**src/rtl/ftmr16.sv**
```systemverilog
module ftmr16 #(
  parameter int W = 16
) (
  input  logic         clk,
  input  logic         rst_n,
  input  logic         tick,
  input  logic         wr_en,
  input  logic [2:0]   wr_addr,
  input  logic [W-1:0] wr_data,
  input  logic         evt_in,
  input  logic         cap_in,
  input  logic         estop_in,
  output logic         out_a,
  output logic         out_b,
  output logic [W-1:0] cap_period,
  output logic [W-1:0] cap_width,
  output logic         irq_period,
  output logic         irq_duty,
  output logic         irq_cap,
  output logic         irq_estop
);
  localparam logic [2:0] A_CTRL = 3'd0, A_CMD = 3'd1, A_PER = 3'd2,
                         A_DA = 3'd3, A_DB = 3'd4, A_DEAD = 3'd5;
  localparam logic [W-1:0] ONE = 1;
  localparam logic [W-1:0] ZERO = '0;

  logic [7:0]   ctrl;
  logic [W-1:0] per_buf, da_buf, db_buf, per_act, da_act, db_act, dead, cnt, dt;
  logic         run, estop_flag, evt_prev, cap_prev, a_prev;

  wire [1:0] mode    = ctrl[1:0];
  wire       oneshot = ctrl[2];
  wire       pol_a   = ctrl[3];
  wire       pol_b   = ctrl[4];

  wire cmd       = wr_en && (wr_addr == A_CMD);
  wire evt_rise  = evt_in && !evt_prev;
  wire do_start  = (cmd && wr_data[0]) || (evt_rise && ctrl[5]);
  wire do_stop   = (cmd && wr_data[1]) || (evt_rise && ctrl[6]) || estop_in;
  wire do_clr    = (cmd && wr_data[3]) || (evt_rise && ctrl[7]);
  wire step      = tick && run;
  wire at_end    = step && (cnt >= per_act);
  wire capmode   = (mode == 2'd1);
  wire cap_rise  = run && capmode && cap_in && !cap_prev;
  wire cap_fall  = run && capmode && !cap_in && cap_prev;
  wire [W-1:0] cap_val = cnt + (tick ? ONE : ZERO);

  wire cmp_a = cnt < da_act;
  wire cmp_b = cnt < db_act;
  wire comp  = (mode == 2'd3);
  wire a_raw = run && mode[1] && cmp_a;
  wire edge_a = comp && (a_raw != a_prev);
  wire free  = edge_a ? (dead == ZERO) : (dt == ZERO);
  wire act_a = comp ? (a_raw && free) : a_raw;
  wire act_b = comp ? (run && !cmp_a && free) : (run && mode == 2'd2 && cmp_b);

  assign out_a = (act_a && !estop_flag) ^ pol_a;
  assign out_b = (act_b && !estop_flag) ^ pol_b;

  always_ff @(posedge clk or negedge rst_n) begin
    if (!rst_n) begin
      ctrl <= '0; per_buf <= '0; da_buf <= '0; db_buf <= '0;
      per_act <= '0; da_act <= '0; db_act <= '0; dead <= '0;
      cnt <= '0; dt <= '0; run <= 1'b0; estop_flag <= 1'b0;
      evt_prev <= 1'b0; cap_prev <= 1'b0; a_prev <= 1'b0;
      cap_period <= '0; cap_width <= '0;
      irq_period <= 1'b0; irq_duty <= 1'b0; irq_cap <= 1'b0; irq_estop <= 1'b0;
    end else begin
      evt_prev <= evt_in;
      cap_prev <= cap_in;
      a_prev   <= a_raw;

      if (wr_en) begin
        case (wr_addr)
          A_CTRL:  ctrl    <= wr_data[7:0];
          A_PER:   per_buf <= wr_data;
          A_DA:    da_buf  <= wr_data;
          A_DB:    db_buf  <= wr_data;
          A_DEAD:  dead    <= wr_data;
          default: ;
        endcase
      end

      if (!run || at_end) begin
        per_act <= per_buf;
        da_act  <= da_buf;
        db_act  <= db_buf;
      end

      if (do_stop)                 run <= 1'b0;
      else if (at_end && oneshot)  run <= 1'b0;
      else if (do_start && !estop_flag) run <= 1'b1;

      if (do_clr || cap_rise || at_end) cnt <= '0;
      else if (step)                    cnt <= cnt + ONE;

      if (estop_in)                      estop_flag <= 1'b1;
      else if (cmd && wr_data[2])        estop_flag <= 1'b0;

      if (edge_a)            dt <= (dead == ZERO) ? ZERO : dead - ONE;
      else if (dt != ZERO)   dt <= dt - ONE;

      if (cap_rise) cap_period <= cap_val;
      if (cap_fall) cap_width  <= cap_val;

      irq_period <= at_end;
      irq_duty   <= step && !capmode && (cnt == da_act);
      irq_cap    <= cap_rise || cap_fall;
      irq_estop  <= estop_in && !estop_flag;
    end
  end
endmodule


```
**config.mk**
```make
export PLATFORM = sky130hd
export DESIGN_NAME = ftmr16
export DESIGN_NICKNAME = d
export VERILOG_FILES = /design/src/rtl/ftmr16.sv
export SDC_FILE = /design/constraint.sdc
export NUM_CORES = 1
export LEC_CHECK = 0
export BUFFER_PORTS_ARGS = -buffer_cell sky130_fd_sc_hd__buf_2
export CELL_PAD_IN_SITES_DETAIL_PLACEMENT = 2
export CELL_PAD_IN_SITES_GLOBAL_PLACEMENT = 2
export CORE_ASPECT_RATIO = 0.75
export CORE_MARGIN = 1.5
export CORE_UTILIZATION = 41
export CTS_CLUSTER_DIAMETER = 30
export DETAILED_ROUTE_END_ITERATION = 10
export PLACE_DENSITY = 0.89
export SYNTH_ARGS = -nofsm -noshare
export SYNTH_HDL_FRONTEND = slang
export SYNTH_SLANG_ARGS = --single-unit
```
**constraint.sdc**
```tcl
create_clock -name clk -period 3.39 [get_ports clk]
set_clock_uncertainty 0.05 [all_clocks]
set_input_delay 0.5085 -clock clk [delete_from_list [all_inputs] [get_ports clk]]
set_output_delay 0.5085 -clock clk [all_outputs]
set_load 0.03 [all_outputs]
```
==> metrics.md <==
| Metric | Value |
|---|---|
| H-tree depth | 4 |
| Post-synth top area share | 51.0% |
| Layout cell share with drive strength beyond 1 | 28.6% |
| Starting Density | 42.4% |
| Routed Antenna Nets | 0 |
| CTS tree | done |
| Placed cell area | 10400 um2 |
| Critical Path End Type | output port |
| Worst path required time | 2.83 ns |
| Period utilization | 112% |
| Mean area per synthesized cell | 11.4 um2 |
| Final nets | 1023 |
| Drt drc | 0 |
| Final worst slack | -0.395 ns |
| Post-Syn Instances | 833 |
| Drt wl/cell | 30.1 um |
| Most common cell in the synthesized netlist | dfrtp_1 |
| CTS Sinks | 193 |
| Initial antenna violation count | 0 |
| Peak VDD IR | 383 uV |
| Synth top cells by count | dfrtp_1 (193), nor2_1 (78), mux2_2 (76) |
| Number of max-cap violations | 0 |
| Area leader, netlist | dfrtp_1 |
| Final wirelength | 37700 um |
| Global-route wire length before repair | 53000 um |
| Setup tns final | -0.595 ns |
| Lkg Pwr | 0.00520 uW |
| Crit path time final | 3.78 ns |
| Seq cells post-synth | 193 |
| Final Hold Slack | -0.0189 ns |
| Die area | 24000 um2 |
| Synth Flop Type | dfrtp_1 |
| Post-synthesis cell type count | 60 |
| Total power | 6850 uW |
| Die width | 179 um |
| Failing checks | hold timing, setup timing |
| Worst path cell trace | inv_1 -> ha_1 -> nand4_1 -> or4_4 -> a21oi_4 -> o41ai_2 -> a211oi_2 -> o311ai_2 -> xnor2_1 -> buf_4 |
| Die height | 135 um |
| Crit Path Class | flip-flop to output port |
| Row cnt | 47 |
| Number of iterations in the first detailed-routing pass | 5 |
| Clk Latency, worst-skew pair | 0.46 ns |
| Io pins | 64 |
| Crit-path slowest cell | or4_4 |
| Sequential Power Share | 46.1% |
| Psw | 2240 uW |
| Antenna Cells | 0 |
| RSZ-0062 raised after global routing | true |
| Pins Over Slew Limit | 0 |
| Clock root buffer | clkbuf_16 |
| Final cell count without fillers | 1252 |
| Fin. Hold Viols | 3 |
| Fmax | 0.264 GHz |
| Combinational Power Share | 22.1% |
| Final HPWL DP | 22200 um |
| Grt ovf | 0 |
| Clock power share | 31.8% |
| Arrival @ worst endpoint | 3.23 ns |
| DR vias/cell | 6.03 |
| Cell internal pwr | 4610 uW |
| Clock Path Buffers | 2 |
| Worst R2R Path Depth | 11 |
| GPL Wtd Cong | 0.805 |
| Core area | 22300 um2 |
| Mapped Nets | 911 |
| CTS hold repair buffers | 0 |
| CP Max Fanout | 4 |
| Nature of the critical path startpoint | flip-flop |
| Max incr delay on CP | 0.51 ns |
| Via count | 7552 |
| Tightest Pin Transition | 0.741 ns |
| Vias in the first global route | 8357 |
| Number of flops mapped to enable cells by yosys | 0 |
| Yosys warns | 0 |
| Status | complete, but fails checks |
| Sw Share | 32.7% |
| IO Port Bufs | 63 |
| Hold Crit Class | primary input to async pin |
| Iter 0 DRT Violations | 474 |
| Finished Cell Area | 11400 um2 |
| Power Density | 603 nW/um2 |
| Asr flop ratio synth | 100% |
| Area Growth Syn to Fin | 20.0% |
| Total CTS buffers | 17 |
| Setup WS pre-CTS | 0.0115 ns |
| Cells taking the most area after synthesis | dfrtp_1 (51%), mux2_2 (9.0%), ha_1 (6.9%), mux2_1 (5.8%), nor2_1 (3.1%) |
| Placed cell count | 1206 |
| Register area share after synthesis | 51.0% |
| Largest net degree at the start of global routing | 74 |
| Final setup viols | 2 |
| GRT Total Usage | 30.4% |
| Area of the mapped netlist | 9480 um2 |
| Clk pin slew, worst setup/hold paths | 0.08 ns |
| Rel. slew slack | 50.6% |
-- routing by layer --
layer / track usage, % / vias up / part of all wire, %
met2: 52.6 / 274 / 50
met5: 0 / - / 0
li1: - / 3136 / -
met4: 13.6 / 0 / 4.6
met3: 5.60 / 108 / 4.3
met1: 37.0 / 4034 / 41
-- power by group through the flow --
| stage | combinational [uW] | clock [uW] | sequential [uW] |
|---|---|---|---|
| detailed placement | 1290 | 0 | 3120 |
| global route | 1620 | 2290 | 3190 |
| CTS | 1380 | 2180 | 3100 |
| global placement | 1160 | 0 | 3060 |
| finish | 1510 | 2180 | 3160 |
| floorplan | 850 | 0 | 3000 |
-- area by class of cell --
cell class,count,area [um2]
fillers,2188,11000
inverters,53,199
repair buffers,116,747
multi-input cells,564,4620
clock buffers,23,478
clock inverters,9,129
flip-flops and latches,193,4830
well taps,294,368
-- stage by stage --
step	hold slack [ns]	utilization, %
floorplan	0.163	-
global placement	0.374	46.5
detailed placement	0.428	46.5
CTS	0.00840	50.2
global route	0.0151	50.9
finish	-0.0189	50.9
-- worst max-delay path: cells and delay by family (launching register included) --
| kind | cells | cell delay (ns) |
|---|---|---|
| AO/OA/AOI/OAI | 4 | 0.75 |
| XOR/XNOR | 1 | 0.22 |
| adder cells (fa/ha/maj) | 1 | 0.35 |
| buffers and inverters | 2 | 0.30 |
| flip-flops | 1 | 0.42 |
| AND/OR/NAND/NOR | 2 | 0.71 |
-- placed cells by master, fill, tap and decap left out, drive strengths merged, types with 4 or more instances in the layout --
cell,n
and3,5
buf,115
a21o,6
nor2b,9
nor3,19
clkbuf,24
nor3b,8
dfrtp,193
xnor2,33
a21oi,54
o21ai,16
mux2,125
nor4,8
or3,7
xor2,16
ha,52
nand2,42
nand4,9
inv,54
nor2,78
nand3,25
o31ai,10
mux2i,4
-- repair_timing --
| action | in CTS | in global routing |
|---|---|---|
| pin swaps | 14 | 12 |
| buffers inserted | 11 | 6 |
| setup endpoints to repair | 2 | 13 |
| gates resized for setup | 25 | 19 |
-- final timing paths --
path,slack (ns),start,endpoint
max,-0.39,da_act[15],out_b
min,-0.02,rst_n,dt[7]
max reg2reg,0.09,da_act[15],dt[12]
min reg2reg,0.43,da_buf[2],da_act[2]
max in group asynchronous,2.36,rst_n,cap_width[2]
min in group clk,0.13,evt_in,evt_prev
-- logic make-up (layout without fill, tap and decap cells) --
family / Yosys count / count (layout) / share of synthesized area (%)
AO/OA/AOI/OAI: 111 / 111 / 7.73
AND/OR/NAND/NOR: 223 / 223 / 11.4
XOR/XNOR: 49 / 49 / 4.53
flip-flops: 193 / 193 / 51.0
multiplexers: 129 / 129 / 15.3
buffers and inverters: 76 / 201 / 3.18
adder cells (fa/ha/maj): 52 / 52 / 6.87
Power figures use the tool's default switching activity.
